--- src/rtl/pid_pkg.sv ---
package pid_pkg;

    // Control bits; wr_data[0]=mode, [1]=src, [2]=pol.
    typedef struct packed {
        logic pol;
        logic src;
        logic mode;
    } ctl_t;

    localparam int CTL_W = 3;

endpackage

--- src/rtl/pid_config_regs.sv ---
module pid_config_regs #(
    parameter int DIV_W = 8
) (
    input  logic                 clk,
    input  logic                 rst_n,
    input  logic                 wr_en,
    input  logic                 wr_sel,
    input  logic [DIV_W-1:0]     wr_data,
    output pid_pkg::ctl_t        ctl,
    output logic [DIV_W-1:0]     div_val,
    output logic                 div_restart
);
    import pid_pkg::*;

    typedef struct packed {
        ctl_t             ctl;
        logic [DIV_W-1:0] div;
    } cfg_state_t;

    cfg_state_t s_d, s_q;
    logic       div_wr_d;
    logic       ctl_wr_d;

    always_comb begin
        s_d      = s_q;
        div_wr_d = wr_en && !wr_sel && !s_q.ctl.src;
        ctl_wr_d = wr_en && wr_sel;
        if (div_wr_d) begin
            s_d.div = wr_data;
        end
        if (ctl_wr_d) begin
            s_d.ctl.mode = wr_data[0];
            s_d.ctl.src  = wr_data[1];
            s_d.ctl.pol  = wr_data[2];
        end
    end

    always_ff @(posedge clk or negedge rst_n) begin
        if (!rst_n) begin
            s_q <= '0;
        end else begin
            s_q <= s_d;
        end
    end

    assign ctl         = s_q.ctl;
    assign div_val     = s_q.div;
    assign div_restart = div_wr_d;

    AST_SRC_LOCK: assert property (@(posedge clk) disable iff (!rst_n)
        (wr_en && !wr_sel && s_q.ctl.src) |=> $stable(s_q.div));

endmodule

--- src/rtl/pid_event_select.sv ---
module pid_event_select (
    input  logic          clk,
    input  logic          rst_n,
    input  pid_pkg::ctl_t ctl,
    input  logic          run,
    input  logic          carrier_unf,
    input  logic          reload_sig,
    output logic          evt
);
    import pid_pkg::*;

    typedef struct packed {
        logic rel;
    } sel_state_t;

    sel_state_t s_d, s_q;
    logic       rise_d;
    logic       fall_d;
    logic       edge_hit_d;
    logic       use_reload_d;

    always_comb begin
        s_d          = s_q;
        s_d.rel      = reload_sig;
        rise_d       = reload_sig && !s_q.rel;
        fall_d       = !reload_sig && s_q.rel;
        edge_hit_d   = ctl.pol ? fall_d : rise_d;
        use_reload_d = ctl.mode && ctl.src;
        if (!run) begin
            evt = 1'b0;
        end else if (use_reload_d) begin
            evt = edge_hit_d;
        end else begin
            evt = carrier_unf;
        end
    end

    always_ff @(posedge clk or negedge rst_n) begin
        if (!rst_n) begin
            s_q <= '0;
        end else begin
            s_q <= s_d;
        end
    end

endmodule

--- src/rtl/pid_rate_counter.sv ---
module pid_rate_counter #(
    parameter int DIV_W = 8
) (
    input  logic             clk,
    input  logic             rst_n,
    input  logic             evt,
    input  logic             restart,
    input  logic [DIV_W-1:0] div_val,
    output logic             irq
);
    localparam logic [DIV_W-1:0] ONE = DIV_W'(1);

    typedef struct packed {
        logic [DIV_W-1:0] cnt;
        logic             first;
        logic             irq;
    } cnt_state_t;

    cnt_state_t       s_d, s_q;
    logic [DIV_W-1:0] eff_n;
    logic [DIV_W-1:0] thr;
    logic [DIV_W:0]   cnt_nx;

    always_comb begin
        s_d     = s_q;
        s_d.irq = 1'b0;
        eff_n   = (div_val == '0) ? ONE : div_val;
        thr     = (s_q.first && (eff_n > ONE)) ? (eff_n - ONE) : eff_n;
        cnt_nx  = {1'b0, s_q.cnt} + {{DIV_W{1'b0}}, 1'b1};
        if (restart) begin
            s_d.cnt   = '0;
            s_d.first = 1'b1;
        end else if (evt) begin
            if (cnt_nx >= {1'b0, thr}) begin
                s_d.irq   = 1'b1;
                s_d.cnt   = '0;
                s_d.first = 1'b0;
            end else begin
                s_d.cnt = cnt_nx[DIV_W-1:0];
            end
        end
    end

    always_ff @(posedge clk or negedge rst_n) begin
        if (!rst_n) begin
            s_q <= '{cnt: '0, first: 1'b1, irq: 1'b0};
        end else begin
            s_q <= s_d;
        end
    end

    assign irq = s_q.irq;

    AST_CNT_BELOW_LIMIT: assert property (@(posedge clk) disable iff (!rst_n)
        s_q.cnt < eff_n);
    AST_RESTART_CLEARS: assert property (@(posedge clk) disable iff (!rst_n)
        restart |=> (s_q.cnt == '0 && s_q.first));
    AST_IRQ_NEEDS_EVENT: assert property (@(posedge clk) disable iff (!rst_n)
        !evt |=> !s_q.irq);

endmodule

--- src/rtl/pwm_irq_divider.sv ---
module pwm_irq_divider #(
    parameter int DIV_W = 8
) (
    input  logic             clk,
    input  logic             rst_n,
    input  logic             func_en,
    input  logic             carrier_unf,
    input  logic             reload_sig,
    input  logic             wr_en,
    input  logic             wr_sel,
    input  logic [DIV_W-1:0] wr_data,
    output logic             irq_pulse
);
    import pid_pkg::*;

    ctl_t             ctl;
    logic [DIV_W-1:0] div_val;
    logic             div_restart;
    logic             evt;

    pid_config_regs #(.DIV_W(DIV_W)) cfg_i (
        .clk         (clk),
        .rst_n       (rst_n),
        .wr_en       (wr_en),
        .wr_sel      (wr_sel),
        .wr_data     (wr_data),
        .ctl         (ctl),
        .div_val     (div_val),
        .div_restart (div_restart)
    );

    pid_event_select sel_i (
        .clk         (clk),
        .rst_n       (rst_n),
        .ctl         (ctl),
        .run         (func_en),
        .carrier_unf (carrier_unf),
        .reload_sig  (reload_sig),
        .evt         (evt)
    );

    pid_rate_counter #(.DIV_W(DIV_W)) cnt_i (
        .clk     (clk),
        .rst_n   (rst_n),
        .evt     (evt),
        .restart (div_restart),
        .div_val (div_val),
        .irq     (irq_pulse)
    );

    AST_IDLE_NO_IRQ: assert property (@(posedge clk) disable iff (!rst_n)
        !func_en |=> !irq_pulse);
    AST_BASIC_NO_UNF_NO_IRQ: assert property (@(posedge clk) disable iff (!rst_n)
        (!ctl.mode && !carrier_unf) |=> !irq_pulse);

endmodule

--- config.mk ---
export PLATFORM = sky130hd
export DESIGN_NAME = pwm_irq_divider
export DESIGN_NICKNAME = d
export VERILOG_FILES = /design/src/rtl/pid_pkg.sv /design/src/rtl/pid_config_regs.sv /design/src/rtl/pid_event_select.sv /design/src/rtl/pid_rate_counter.sv /design/src/rtl/pwm_irq_divider.sv
export SDC_FILE = /design/constraint.sdc
export NUM_CORES = 1
export LEC_CHECK = 0
export ABC_AREA = 1
export CORE_AREA = 2 2 57 59
export CTS_BUF_LIST = sky130_fd_sc_hd__clkbuf_4 sky130_fd_sc_hd__clkbuf_8 sky130_fd_sc_hd__clkbuf_16
export CTS_CLUSTER_DIAMETER = 200
export DETAILED_ROUTE_END_ITERATION = 7
export DIE_AREA = 0 0 59 61
export PLACE_DENSITY = 0.79
export SLEW_MARGIN = 25
export SYNTH_ARGS = -nofsm -noshare
export SYNTH_HDL_FRONTEND = slang
export SYNTH_SLANG_ARGS = --single-unit
--- constraint.sdc ---
create_clock -name clk -period 4.4 [get_ports clk]
set_clock_uncertainty 0.2 [all_clocks]
set_input_delay 0.88 -clock clk [delete_from_list [all_inputs] [get_ports clk]]
set_output_delay 0.88 -clock clk [all_outputs]
set_load 0.03 [all_outputs]
; ---- Yosys cells after proc, flatten, opt, wreduce, memory -nomap -nowiden
; Index checks and enable logic that the tools add are counted.
[word_totals]
regBits = 22
inputBits = 15
elab_cells = 37
[classes]
addsub = 2
order_cmp = 2
muxes = 10
n_reduce_logical = 15
[ops]
columns = op, n
row1 = 8-bit two-way mux, 3
row2 = 10-bit two-way mux, 1
row3 = "8-bit by 1-bit adder with 9-bit output, second input constant", 1
row4 = 9-bit by 8-bit greater-or-equal comparator with 1-bit output, 1
row5 = 9-bit two-way mux, 1
row6 = "8-bit by 1-bit > comparator with 1-bit output, second input constant", 1
row7 = 8-bit logical NOT, 1
row8 = "8-bit by 1-bit subtractor with 8-bit output, second input constant", 1
row9 = 1-bit logical AND, 7
row10 = 1-bit logical NOT, 4
row11 = 1-bit two-way mux, 4
row12 = 2-bit nonzero test, 2
row13 = 2-bit two-way mux, 1
row14 = 2-bit AND reduction, 1

; ---- Depth between registers and ports, before layout
[depth]
depth_word = 9
depth_mapped = 23
ltp_nobuf = 23

; ---- By module
; Synthesis repeated with hierarchy kept, for this count alone.
[hier_totals]
cells_unflattened = 200
hier_area_um2 = 1532.7
[by_module_without_submodules]
columns = module, instances, cells_per_inst, area_per_inst_um2, seq_area_each_um2
row1 = pid_rate_counter, 1, 138, 987.2, 251.5
row2 = pid_config_regs, 1, 49, 464.2, 275.3
row3 = pid_event_select, 1, 13, 81.3, 25.0

; ---- Worst setup path after synthesis
; No wires, ideal clock.
[synth_timing]
kind = flip-flop to flip-flop
from = register cfg_i.s_q, in the netlist cfg_i.div_val[4]
to = register cnt_i.s_q, in the netlist cnt_i.irq
setup_ns = 0.120
arrival_ns = 2.766
t_required_ns = 4.080
slack_ns = 1.314
stages_incl_launch_ff = 22
path_buffers = 1
path_cell_list = dfrtp_1 -> nor2_2 -> nand3_2 -> nor2_4 -> a21oi_4 -> ha_1 -> or2_2 -> a21oi_2 -> buf_6 -> nand2_2 -> xor2_1 -> ha_1 -> nand2_1 -> inv_1 -> nand3_1 -> nand3_1 -> nand2_1 -> nand2_1 -> nand2_1 -> nand2_1 -> nand2_1 -> nor2_1
[synth_lines]
columns = element, line_no
row1 = "start, declared", pid_config_regs.sv:20  ; cfg_state_t s_d, s_q;
row2 = "start signal, assigned", pid_config_regs.sv:40  ; s_q <= '0;
row3 = "start signal, assigned", pid_config_regs.sv:42  ; s_q <= s_d;
row4 = "end signal, assigned", pid_rate_counter.sv:46  ; s_q <= '{cnt: '0, first: 1'b1, irq: 1'b0};
row5 = "end, declared", pid_rate_counter.sv:19  ; cnt_state_t s_d, s_q;

==> flow_summary.json <==
{
  "vias": 1365,
  "worst_pin_slew_ns": 0.653,
  "htreeDepth": 1,
  "cts_tree": "yes",
  "startpoint_type": "register",
  "relSlewSlack_pct": 56.3,
  "root_buffer": "clkbuf_4",
  "syn_to_final_growth_pct": 13.2,
  "grt_max_degree": 23,
  "syn_avg_cell_area_um2": 7.37,
  "ys_seq_elements": 22,
  "drc": 0,
  "wl_met2_mm": 1.46,
  "drive_above_1_share_pct": 10.4,
  "drv_slew": 0,
  "fp-row-count": 20,
  "vias_per_cell": 5.19,
  "holdWs_ns": 0.307,
  "synth_ff_type": "dfrtp_1",
  "die_x_um": 59,
  "timing.rr.start": "cfg_i.div_val[4]",
  "numCtsBuffers": 3,
  "fin_util_pct": 60.1,
  "regArea_um2": 552,
  "place.gp.congestion": 0.806,
  "clk_pin_slew_ns": 0.12,
  "max_freq_mhz": 272,
  "grt_pass1_wl_mm": 5.24,
  "cts_sinks": 22,
  "drt_wl_total_mm": 2.95,
  "finalHoldViolations": 0,
  "final.setup.tns_ns": 0,
  "cap_violations": 0,
  "firstDrtPassIters": 4,
  "clock_latency_ns": 0.30,
  "worst_ep_arrival_time_ns": 3.66,
  "die_area_um2": 3600,
  "rsz0062_at_grt": "no",
  "wl_met1_mm": 1.38,
  "yosysTopAreaCellShare_pct": 33.5,
  "synth_area_leader_cell": "dfrtp_1",
  "drt_iter0_drc": 37,
  "nets": 257,
  "multi_input_area_um2": 858,
  "grtUsageTotal_pct": 19.2,
  "crit_path_max_fanout": 11,
  "post_cts_buffers": 0,
  "die_h_um": 61,
  "grt_pass1_vias": 1292,
  "period_minus_slack_ns": 3.68,
  "core_area_um2": 2950,
  "p_leak_uw": 0.000965,
  "crit_type": "register to register",
  "place_ws_ns": 0.765,
  "synth_edf_count": 0,
  "min_path_type": "primary input to async pin",
  "power_uw": 683,
  "yosysMostFrequentCell": "nand2_1",
  "wl_per_cell_um": 11.2,
  "synth_common_cells": "59 x nand2_1, 35 x inv_1, 21 x dfrtp_1",
  "fillers": 284,
  "regToRegSetupSlack_ns": 0.72,
  "hpwl_mm": 2.35,
  "min_period_over_period_pct": 83.6,
  "critPathRequiredTime_ns": 4.38,
  "cts_max_path_buffers": 2,
  "synth.net_count": 239,
  "hold_buffers": 0,
  "highest_layer": "met4",
  "ys_seq_area_share_pct": 35.2,
  "ctsResizeCount": 0,
  "final.setup.worst_slack_ns": 0.720,
  "antenna_found_initial": 0,
  "port_buffers": 15,
  "cp-end-kind": "register",
  "status": "finished, final reports clean",
  "ir_drop_v": 0.000182,
  "rr_endpoint": "cnt_i.irq",
  "syn_area_um2": 1570,
  "antenna_left": 0,
  "powerDensity_nw_per_um2": 385,
  "async_flop_share_pct": 100,
  "synth_cells": 213,
  "grt_overflow": 0,
  "setup_viol": 0,
  "synth_cell_types": 29,
  "rr_worst_depth": 22,
  "ios": 16,
  "diodes": 0,
  "wl_met3_um": 83,
  "start_util_pct": 53.1,
  "yosysWarnings": 0,
  "synth_area_leaders": "dfrtp_1 33%, nand2_1 14%, ha_1 8.8%, inv_1 8.4%, nor2_1 4.3%"
}
how the worst max path moves through the flow:
stage / slack, ns / endpoint / start / cells past startpoint
4_1_cts: 0.72 / cnt_i.irq / cfg_i.div_val[4] / 22
3_3_place_gp: 0.85 / cnt_i.irq / cfg_i.div_val[4] / 22
2_1_floorplan: 1.31 / cnt_i.irq / cfg_i.div_val[4] / 21
5_1_grt: 0.35 / cnt_i.s_q[1] / cfg_i.div_val[4] / 21
6_report: 0.72 / cnt_i.irq / cfg_i.div_val[4] / 22
3_5_place_dp: 0.77 / cnt_i.irq / cfg_i.div_val[4] / 22
per-stage QoR:
stage,cell area [um2],cells
6_report,1780,263
2_1_floorplan,1570,213
5_1_grt,1780,263
3_3_place_gp,1740,259
3_5_place_dp,1740,259
4_1_cts,1780,263
final cells by class:
type	count	area share [%]
tap	33	2.33
sequential	22	31.1
timing repair buffer	15	8.17
inverter	38	8.03
multi-input combinational	151	48.3
clock buffer	4	2.04
sequential cells by signal (all words and copies together) (netlist names):
signal and cells:
cnt_i.irq 1, cnt_i.s_q 9, cfg_i.ctl 3, cfg_i.div_val 8, sel_i.s_q 1
where the power goes:
part	total, uW	switching, uW	internal, uW
clock network	112	61.4	50.5
logic	297	176	121
registers	275	35.5	239
total	683	273	411
critical path: stages, from the launching register on:
cell     delay, ns
dfrtp_1       0.47
nor2_2        0.19
nand3_2       0.13
nor2_4        0.14
a21oi_4       0.09
ha_1          0.23
or2_2         0.30
a21oi_2       0.38
nand3_1       0.18
nand2_1       0.09
inv_1         0.04
nor2_1        0.09
ha_1          0.23
nand2_1       0.07
inv_1         0.05
nand2_1       0.06
nand3_1       0.07
nand2_1       0.06
nand2_1       0.05
nand2_1       0.22
nand2_1       0.12
nand2_1       0.08
nor2_1        0.04
per-layer routing:
layer	track usage (%)	up-vias
li1	-	707
met1	23.7	632
met2	35.1	22
met3	2.99	4
met4	4.87	0
met5	0	-
placed cells by master (no fill, tap or decap), types with 2 or more instances in the layout:
cell	n
a21oi_1	6
clkbuf_4	3
clkdlybuf4s50_1	14
dfrtp_1	21
ha_1	11
inv_1	35
inv_2	3
mux2_2	2
nand2_1	59
nand3_1	13
nand3_2	2
nand4_1	9
nor2_1	18
nor2_2	3
nor2_4	2
o21ai_0	9
xor2_1	6
cells by family after synthesis:
family	Yosys count	synth area share, %
fa+ha+maj	11	8.77
xor+xnor	7	3.91
compound gates	19	7.50
simple gates	112	33.1
mux	2	1.44
flops	22	35.2
buf+inv	40	10.1
Note: power is estimated with default switching activity, not from simulation.
